## src/rtl/frs_pkg.sv

```systemverilog
package frs_pkg;
    localparam int ID_W    = 4;
    localparam int FIXED_N = 7;
    typedef logic [ID_W-1:0] reg_id_t;
    localparam reg_id_t ID_PC = '1;
endpackage

```

## src/rtl/frs_order_builder.sv

```systemverilog
module frs_order_builder
    import frs_pkg::*;
#(
    parameter int USER_N   = 4,
    parameter int LIST_MAX = USER_N + FIXED_N + 1,
    parameter int CNT_W    = $clog2(LIST_MAX + 1)
) (
    input  logic                          fast_i,
    input  logic [USER_N-1:0]             mask_i,
    output reg_id_t [LIST_MAX-1:0]        list_o,
    output logic [CNT_W-1:0]              count_o
);
    // Destination list in request order: optional PC slot, selected
    // optional registers (highest mask bit first), then the fixed group.
    logic [USER_N-1:0] sel_ordered;

    genvar g;
    generate
        for (g = 0; g < USER_N; g++) begin : g_rev
            assign sel_ordered[g] = mask_i[USER_N-1-g];
        end
    endgenerate

    always_comb begin
        logic [CNT_W-1:0] pos;
        list_o = '0;
        pos    = '0;
        if (!fast_i) begin
            list_o[pos] = ID_PC;
            pos = pos + CNT_W'(1);
        end
        for (int j = 0; j < USER_N; j++) begin
            if (sel_ordered[j]) begin
                list_o[pos] = reg_id_t'(j);
                pos = pos + CNT_W'(1);
            end
        end
        for (int k = 0; k < FIXED_N; k++) begin
            list_o[pos] = reg_id_t'(USER_N + k);
            pos = pos + CNT_W'(1);
        end
        count_o = pos;
    end
endmodule

```

## src/rtl/frs_addr_gen.sv

```systemverilog
module frs_addr_gen #(
    parameter int WORD_W = 32,
    parameter int CNT_W  = 4
) (
    input  logic [WORD_W-1:0] base_i,
    input  logic [CNT_W-1:0]  idx_i,
    output logic [WORD_W-1:0] addr_o
);
    // Each slot is one 4-byte word below the previous one.
    assign addr_o = base_i - (WORD_W'(idx_i) << 2);
endmodule

```

## src/rtl/frame_restore_seq.sv

```systemverilog
module frame_restore_seq
    import frs_pkg::*;
#(
    parameter int WORD_W = 32,
    parameter int ADJ_W  = 8,
    parameter int USER_N = 4
) (
    input  logic                 clk_i,
    input  logic                 rst_ni,
    input  logic                 start_i,
    input  logic                 fast_i,
    input  logic [WORD_W-1:0]    sp_i,
    input  logic [ADJ_W-1:0]     adj_i,
    input  logic [USER_N-1:0]    mask_i,
    input  logic [WORD_W-1:0]    ret_addr_i,
    output logic                 busy_o,
    output logic                 done_o,
    output logic                 sp_we_o,
    output logic [WORD_W-1:0]    sp_o,
    output logic                 pc_we_o,
    output logic [WORD_W-1:0]    pc_o,
    output logic                 mem_req_o,
    output logic [WORD_W-1:0]    mem_addr_o,
    input  logic                 mem_rdy_i,
    input  logic                 mem_rvalid_i,
    input  logic [WORD_W-1:0]    mem_rdata_i,
    output logic                 rf_we_o,
    output logic [ID_W-1:0]      rf_id_o,
    output logic [WORD_W-1:0]    rf_data_o
);
    localparam int LIST_MAX = USER_N + FIXED_N + 1;
    localparam int CNT_W    = $clog2(LIST_MAX + 1);

    typedef struct packed {
        logic                  busy;
        logic                  fin;
        logic                  done;
        logic                  sp_we;
        logic [WORD_W-1:0]     sp;
        logic                  pc_we;
        logic [WORD_W-1:0]     pc;
        logic                  rf_we;
        reg_id_t               rf_id;
        logic [WORD_W-1:0]     rf_data;
        logic [WORD_W-1:0]     base;
        logic [CNT_W-1:0]      cnt;
        logic [CNT_W-1:0]      iss;
        logic [CNT_W-1:0]      ret;
        reg_id_t [LIST_MAX-1:0] list;
    } state_t;

    state_t s_d, s_q;

    reg_id_t [LIST_MAX-1:0] bld_list;
    logic [CNT_W-1:0]       bld_cnt;
    logic [WORD_W-1:0]      slot_addr;
    logic                   req;
    logic [WORD_W-1:0]      new_sp;
    reg_id_t                ans_id;

    frs_order_builder #(
        .USER_N   (USER_N),
        .LIST_MAX (LIST_MAX),
        .CNT_W    (CNT_W)
    ) u_order (
        .fast_i  (fast_i),
        .mask_i  (mask_i),
        .list_o  (bld_list),
        .count_o (bld_cnt)
    );

    frs_addr_gen #(
        .WORD_W (WORD_W),
        .CNT_W  (CNT_W)
    ) u_addr (
        .base_i (s_q.base),
        .idx_i  (s_q.iss),
        .addr_o (slot_addr)
    );

    assign new_sp = sp_i + WORD_W'(adj_i);
    assign req    = s_q.busy && !s_q.fin && (s_q.iss != s_q.cnt);
    assign ans_id = s_q.list[s_q.ret];

    always_comb begin
        s_d       = s_q;
        s_d.done  = 1'b0;
        s_d.sp_we = 1'b0;
        s_d.pc_we = 1'b0;
        s_d.rf_we = 1'b0;

        if (s_q.fin) begin
            s_d.busy = 1'b0;
            s_d.fin  = 1'b0;
            s_d.done = 1'b1;
        end else if (s_q.busy) begin
            if (req && mem_rdy_i) begin
                s_d.iss = s_q.iss + CNT_W'(1);
            end
            // An answer counts only if a read is outstanding.
            if (mem_rvalid_i && (s_q.ret != s_q.iss)) begin
                if (ans_id == ID_PC) begin
                    s_d.pc_we = 1'b1;
                    s_d.pc    = mem_rdata_i;
                end else begin
                    s_d.rf_we   = 1'b1;
                    s_d.rf_id   = ans_id;
                    s_d.rf_data = mem_rdata_i;
                end
                s_d.ret = s_q.ret + CNT_W'(1);
                if ((s_q.ret + CNT_W'(1)) == s_q.cnt) begin
                    s_d.fin = 1'b1;
                end
            end
        end else if (start_i) begin
            s_d.busy  = 1'b1;
            s_d.sp_we = 1'b1;
            s_d.sp    = new_sp;
            s_d.pc_we = fast_i;
            s_d.pc    = ret_addr_i;
            s_d.base  = fast_i ? (new_sp - WORD_W'(4)) : new_sp;
            s_d.cnt   = bld_cnt;
            s_d.list  = bld_list;
            s_d.iss   = '0;
            s_d.ret   = '0;
        end
    end

    always_ff @(posedge clk_i or negedge rst_ni) begin
        if (!rst_ni) begin
            s_q <= '0;
        end else begin
            s_q <= s_d;
        end
    end

    assign busy_o     = s_q.busy;
    assign done_o     = s_q.done;
    assign sp_we_o    = s_q.sp_we;
    assign sp_o       = s_q.sp;
    assign pc_we_o    = s_q.pc_we;
    assign pc_o       = s_q.pc;
    assign mem_req_o  = req;
    assign mem_addr_o = slot_addr;
    assign rf_we_o    = s_q.rf_we;
    assign rf_id_o    = s_q.rf_id;
    assign rf_data_o  = s_q.rf_data;
endmodule

```

## config.mk

```make
export PLATFORM = sky130hd
export DESIGN_NAME = frame_restore_seq
export DESIGN_NICKNAME = d
export VERILOG_FILES = /design/src/rtl/frs_pkg.sv /design/src/rtl/frs_order_builder.sv /design/src/rtl/frs_addr_gen.sv /design/src/rtl/frame_restore_seq.sv
export SDC_FILE = /design/constraint.sdc
export NUM_CORES = 1
export LEC_CHECK = 0
export BUFFER_PORTS_ARGS = -buffer_cell sky130_fd_sc_hd__buf_2
export CORE_ASPECT_RATIO = 1.2
export CORE_MARGIN = 4
export CORE_UTILIZATION = 45
export CTS_BUF_LIST = sky130_fd_sc_hd__clkbuf_16
export DETAILED_ROUTE_END_ITERATION = 7
export GPL_TIMING_DRIVEN = 0
export PLACE_DENSITY = 0.67
export SYNTH_ARGS = -nofsm -noshare
export SYNTH_HDL_FRONTEND = slang
export SYNTH_SLANG_ARGS = --single-unit
```

## constraint.sdc

```tcl
create_clock -name clk_i -period 3.98 [get_ports clk_i]
set_input_delay 0.398 -clock clk_i [delete_from_list [all_inputs] [get_ports clk_i]]
set_output_delay 0.398 -clock clk_i [all_outputs]
set_load 0.05 [all_outputs]
```

==> results of run 1 <==
==> cells in the final DEF (no fill, tap or decap), types with 29 or more instances in the layout <==
master,count
nor2_1,75
o21ai_0,109
a22oi_1,39
buf_4,161
nand3_1,48
clkbuf_1,71
a21oi_1,29
xor2_1,42
xnor2_1,59
dfrtp_1,196
mux2_2,39
nand2_1,192
buf_2,239
==> Yosys cell counts (all sizes together) (5+ instances only) <==
master     n  area (um^2)
mux2i     14          140
clkbuf    82          308
a21boi     8         60.1
nand2    199          749
inv       33          126
buf      116          845
a32o       6         60.1
nor3      33          175
nand3b     7         52.6
and3      15         93.8
a21oi     38          194
o31ai     19          156
mux4      12          270
or4       13         97.6
o21a      11         82.6
and2      10         62.6
a221oi     5         43.8
nand2b    17          106
ha        31          388
dfrtp    196         4900
or2        5         31.3
a22oi     40          300
nor2      85          319
nor2b      6         37.5
a22o      11         96.3
xnor2     78          743
a32oi      7         61.3
a211oi    11         92.6
a31oi     25          156
a221o      7         70.1
nand4     15          109
o21ai    123          616
mux2      41          465
nand3     58          295
or3        8         50.1
nor4      12         75.1
xor2      49          455
a21o      14          105
o211ai    10         75.1
o2bb2ai    7         61.3
o22ai      9         56.3
==> state kept, by name, indices dropped and copies added, names as in the netlist <==
name / count
busy_o: 1
done_o: 1
pc_o: 32
pc_we_o: 1
rf_data_o: 32
rf_id_o: 4
rf_we_o: 1
s_q: 91
sp_o: 32
sp_we_o: 1
==> how the worst max path moves through the flow <==
| stage | startpoint | end | slack [ps] | cells after the start |
|---|---|---|---|---|
| 6_report | mask_i[2] | s_q[42] | -320 | 24 |
| 5_1_grt | mask_i[2] | s_q[34] | -440 | 24 |
| 2_1_floorplan | mask_i[2] | s_q[31] | -790 | 22 |
| 4_1_cts | mask_i[2] | s_q[31] | -370 | 23 |
| 3_3_place_gp | fast_i | s_q[46] | -1670 | 23 |
| 3_5_place_dp | fast_i | s_q[7] | -1750 | 23 |
==> metrics by stage <==
| stage | util | instance area (um^2) | hold slack [ps] | cells | TNS, ps |
|---|---|---|---|---|---|
| floorplan | - | 13800 | 102 | 1531 | -28180 |
| global placement | 0.522 | 15600 | 355 | 2166 | -247450 |
| detailed placement | 0.524 | 15600 | 360 | 2167 | -95420 |
| CTS | 0.592 | 17600 | 186 | 2262 | -11290 |
| global route | 0.600 | 17900 | 189 | 2272 | -16210 |
| finish | 0.600 | 17900 | 200 | 2272 | -9100 |
==> layer usage <==
metal  part of all wire  vias to the layer above  routed length (um)
met5                  0                        -                   0
met4              0.042                        0                1990
met3              0.067                      114                3130
met2               0.49                      564               23100
met1               0.40                     6332               18700
li1                   -                     6051                   -
==> repair_timing <==
action | in CTS | in global routing
gates cloned | 0 | 0
gates resized for setup | 184 | 43
endpoints found under the hold margin | 13 | 0
pin swaps | 72 | 30
setup buffers | 64 | 16
hold buffers | 1 | 0
endpoints found under the setup margin | 95 | 82
==> cells by family (layout without fill, tap and decap cells) <==
group,Yosys count,count (layout),share of synthesized area
AO/OA/AOI/OAI,379,379,0.187
XOR/XNOR,131,131,0.0942
adder cells (fa/ha/maj),35,35,0.0334
buffers and inverters,231,582,0.0934
flip-flops,196,196,0.358
multiplexers,67,67,0.0639
AND/OR/NAND/NOR,492,492,0.170
==> power groups by stage <==
| stage | sequential [mW] | clock (mW) | combinational [mW] |
|---|---|---|---|
| 2_1_floorplan | 3.42 | 0 | 7.04 |
| 3_3_place_gp | 3.53 | 0 | 9.15 |
| 3_5_place_dp | 3.57 | 0 | 9.24 |
| 4_1_cts | 3.56 | 1.88 | 10.8 |
| 5_1_grt | 3.69 | 1.96 | 11.7 |
| 6_report | 3.59 | 1.86 | 11.1 |
==> area by class of cell <==
class                           count  share of cell area
Sequential cell                   196               0.274
Multi-Input combinational cell   1104               0.476
Tap cell                          390              0.0273
Clock inverter                     15              0.0114
Clock buffer                       17              0.0238
Timing Repair Buffer              323               0.113
Inverter                           33             0.00798
Buffer                            194              0.0665
==> critical path, cell delays in order <==
cell and delay (ps):
buf_12 80, inv_4 30, fa_1 550, buf_6 110, inv_4 30, ha_4 270, nand2_4 50, o31ai_4 80
ha_1 260, nand2b_4 170, nand2_8 110, inv_8 50, ha_4 160, xnor3_2 280, xnor2_4 190, mux2_4 390
xnor2_4 270, xnor2_2 130, buf_6 150, o31ai_4 250, buf_12 160, buf_8 120, nand2_4 50, a32o_1 290
==> impl_metrics.ini, run 1 <==
[critical_path]
r2r_end = rf_data_o[7]
startpoint_type = input port
crit_arrival_ps = 4630
required_ps = 4310
reg2reg_from = s_q[48]
cp_max_fo = 5
rrSetupSlack_ps = 170
criticalPathCategory = input port to flip-flop
rr_worst_depth = 10
setup.worst_path.end_class = flip-flop

[synth]
ys_seq_elements = 196
synth_edf_count = 0
async_reset_ff_frac = 1.00
yosys_most_used_dff = dfrtp_1
ys.warnings.count = 0
synth_fp_nets = 1679
syn_area_um2 = 13700
yosysSeqAreaShare = 0.358
avgSynthCellArea_um2 = 8.95
synth.distinct_cells = 82
synth_cells = 1531

[final_layout]
regArea_um2 = 4900
fill_cells = 2639
syn_to_final_growth_pct = 30.5
nets = 2017
multi_input_area_um2 = 8510
diodes = 0
drive_gt1_frac = 0.356

[power]
p_sw_frac = 0.509
comb_power_share = 0.671
switching_power_mw = 8.42
power_frac_clock = 0.112
leakage_nw = 8.04
power_density_nw_per_um2 = 925
vdd_drop_max_mv = 0.799
power.total_mw = 16.5
internal_power_mw = 8.12
pwr-share-seq = 0.217

[clocking]
worstSkewPairLatency_ps = 440
cts_tree = done
cts_sinks = 196
cts_htree_levels = 4
cts_max_path_buffers = 2
cts_inserted_buffers = 17
clk_pin_slew_ps = 70
cts_root_buffer = clkbuf_16

[die]
start_util = 0.460
ios = 252
die_h_um = 199
rows = 69
die_w_um = 167
coreArea_um2 = 29800
dieArea_um2 = 33300

[status]
violations = setup timing
outcome = complete, but fails checks

[sta]
rsz0062_at_grt = true
hold_viol = 0
finalSetupViolCount = 54
period_share = 1.08
fin_crit_ps = 4300
fin_ws_ps = -321
max_clock_freq_ghz = 0.232
slew_viol_final = 0
clock_skew_ps = 10.4
worstMarginPinSlew_ps = 1030
maxSlewHeadroom = 0.308

[drt]
wl_per_cell_um = 20.6
num_vias = 13100
drt_iter0_markers = 976
drtPass1Iterations = 7
ant_nets = 0
wirelength_mm = 46.9
drc_errors = 0
vias_per_cell = 5.75

[grt]
grt_pass1_vias = 13100
grtUsageMet3 = 0.0475
grt_util_met2 = 0.479
grt_first_pass_wirelength_mm = 73.2
grt_usage = 0.276
grt-busiest-layer = met2
grtUsageMet1 = 0.342
overflow = 0
grt_max_degree = 108
antenna_found_initial = 0

[hold_path]
hold_depth = 2
hold_path_class = input port to flip-flop
min_from = mem_rdata_i[3]
holdPathEnd = rf_data_o[3]

[place]
dp_slack_ps = -1750
hpwl_mm = 35.3
gp_congestion = 0.992
port_buffers = 245

[flow_run]
drv_cap = 0
(Power assumes the default switching activity.)
==> run 2, diff against run 1 <==
Settings changed: CORE_UTILIZATION 45 to 57, PLACE_DENSITY 0.67 to 0.81.
Clock period 3.98 ns to 4.5 ns, I/O delays scaled along.
==> impl_metrics.ini, run 2 (synthesis gave the netlist of run 1 again) <==
[final_layout]
syn_to_final_growth_pct = 23.5
final_cells = 2174
diodes = 0
regMostFlops = s_q
largest_reg_flops = 91
drive_gt1_frac = 0.314
nets = 1994
layout_common_cells = 244 x buf_2, 196 x dfrtp_1, 194 x nand2_1
fin_util = 0.722
layout_commonest_cell = buf_2

[die]
die_w_um = 150
die_h_um = 178
dieArea_um2 = 26600
ios = 252
start_util = 0.585
coreArea_um2 = 23400
rows = 61

[power]
vdd_drop_max_mv = 0.765
pwr-share-seq = 0.231
p_sw_frac = 0.526
power_density_nw_per_um2 = 805
internal_power_mw = 6.46
leakage_nw = 7.71
comb_power_share = 0.655
power_frac_clock = 0.114
switching_power_mw = 7.16

[place]
gp_congestion = 1.00
port_buffers = 245
hpwl_mm = 34.4
placed_cells = 2092
dp_slack_ps = -1200

[critical_path]
criticalPathCategory = input port to flip-flop
cp_slowest_cell = fa_1
crit_top_cell = buf_6
rrSetupSlack_ps = 330
startpoint_type = input port
crit_arrival_ps = 4820
setup.worst_path.end_class = flip-flop
cp_max_fo = 7
cp_slowest_stage_delay_ps = 550
required_ps = 4810
cp_cell_sequence = buf_8, inv_4, fa_1, buf_6, inv_4, ha_4, nand2_4, o31ai_4, ha_1, nand2b_4, nand2_8, buf_6, ha_4, buf_6, xnor3_2, xnor2_4, a221oi_2, xnor3_2, nor3_2, a31o_1, buf_6, buf_4, a311oi_1

[sta]
clock_skew_ps = 17.0
maxSlewHeadroom = 0.278
fin_crit_ps = 4510
max_clock_freq_ghz = 0.222
finalSetupViolCount = 1
fin_ws_ps = -8.40
period_share = 1.00
slew_viol_final = 0
rsz0062_at_grt = true
hold_viol = 0
worstMarginPinSlew_ps = 1080
fin_tns_setup_ps = -8.40

[status]
outcome = complete, but fails checks
violations = setup timing

[hold_path]
hold_path_class = input port to flip-flop

[grt]
antenna_found_initial = 0
grt_pass1_vias = 12900
grt_first_pass_wirelength_mm = 70.0
overflow = 0
grt_usage = 0.337
grt_max_degree = 123

[clocking]
cts_max_path_buffers = 2
clk_pin_slew_ps = 80
cts_inserted_buffers = 17
cts_root_buffer = clkbuf_16
cts_htree_levels = 4
worstSkewPairLatency_ps = 460
cts_tree = done
cts_sinks = 196

[drt]
wirelength_mm = 45.8
vias_per_cell = 6.11
drtPass1Iterations = 5
drt_iter0_markers = 1323
wl_per_cell_um = 21.1
ant_nets = 0
drc_errors = 0
num_vias = 13300

[flow_run]
drv_cap = 0
[run 2: cell count changes in the layout (fill, tap and decap cells not counted), sizes merged]
cell	before	now
buf	436	410
bufinv	4	0
clkbuf	97	100
clkinv	5	9
clkinvlp	3	1
inv	36	38
[run 2: layout make-up]
| class | count | area [um^2] |
|---|---|---|
| multi-input combinational | 1104 | 7960 |
| clock inverter | 15 | 179 |
| sequential | 196 | 4900 |
| buffer | 197 | 1210 |
| inverter | 33 | 138 |
| clock buffer | 17 | 425 |
| tap | 315 | 394 |
| fill | 1824 | 6520 |
| timing repair buffer | 297 | 1700 |
[run 2: metrics by stage]
step / power [mW] / hold WS (ps) / area, um^2
global placement: 11.1 / 356 / 15400
global route: 14.3 / 228 / 16900
finish: 13.6 / 217 / 16900
floorplan: 9.24 / 154 / 13800
CTS: 13.1 / 215 / 16500
detailed placement: 11.3 / 360 / 15500
[run 2: path summary, 6_finish.rpt]
check / start / end / cells past startpoint
worst max-delay path: mask_i[3] / s_q[16] / 23
worst min-delay path: start_i / busy_o / 3
worst max register to register: s_q[48] / rf_data_o[17] / 10
worst min register to register: s_q[196] / done_o / 0
max in group asynchronous: rst_ni / s_q[42] / 3
min in group asynchronous: rst_ni / rf_data_o[13] / 2
[run 2: timing repair]
item | in CTS | in global routing
endpoints found under the hold margin | 16 | 0
pin swaps | 15 | 28
endpoints found under the setup margin | 52 | 87
resized for setup | 43 | 48
hold buffers | 1 | 0
setup buffers | 25 | 25
[run 2: layer usage]
metal | vias up | routed length (um) | GRT usage
li1 | 6009 | - | -
met1 | 6382 | 17200 | 0.409
met2 | 706 | 22000 | 0.563
met3 | 176 | 3740 | 0.0608
met4 | 0 | 2870 | 0.193
met5 | - | 0 | 0
[run 2: worst max-delay path, delay by kind of cell]
| family | cells | cell delay, ps |
|---|---|---|
| adder cells (fa/ha/maj) | 4 | 1210 |
| XOR/XNOR | 3 | 1020 |
| AO/OA/AOI/OAI | 4 | 1000 |
| buffers and inverters | 8 | 770 |
| AND/OR/NAND/NOR | 4 | 370 |
[run 2: power by group through the flow]
stage                     combinational, mW  clock (mW)  sequential, mW
after global placement                 7.98           0            3.10
after CTS                              8.42        1.56            3.12
after global routing                   9.40        1.63            3.24
after detailed placement               8.09           0            3.16
final                                  8.92        1.55            3.15
after floorplan                        6.22           0            3.02
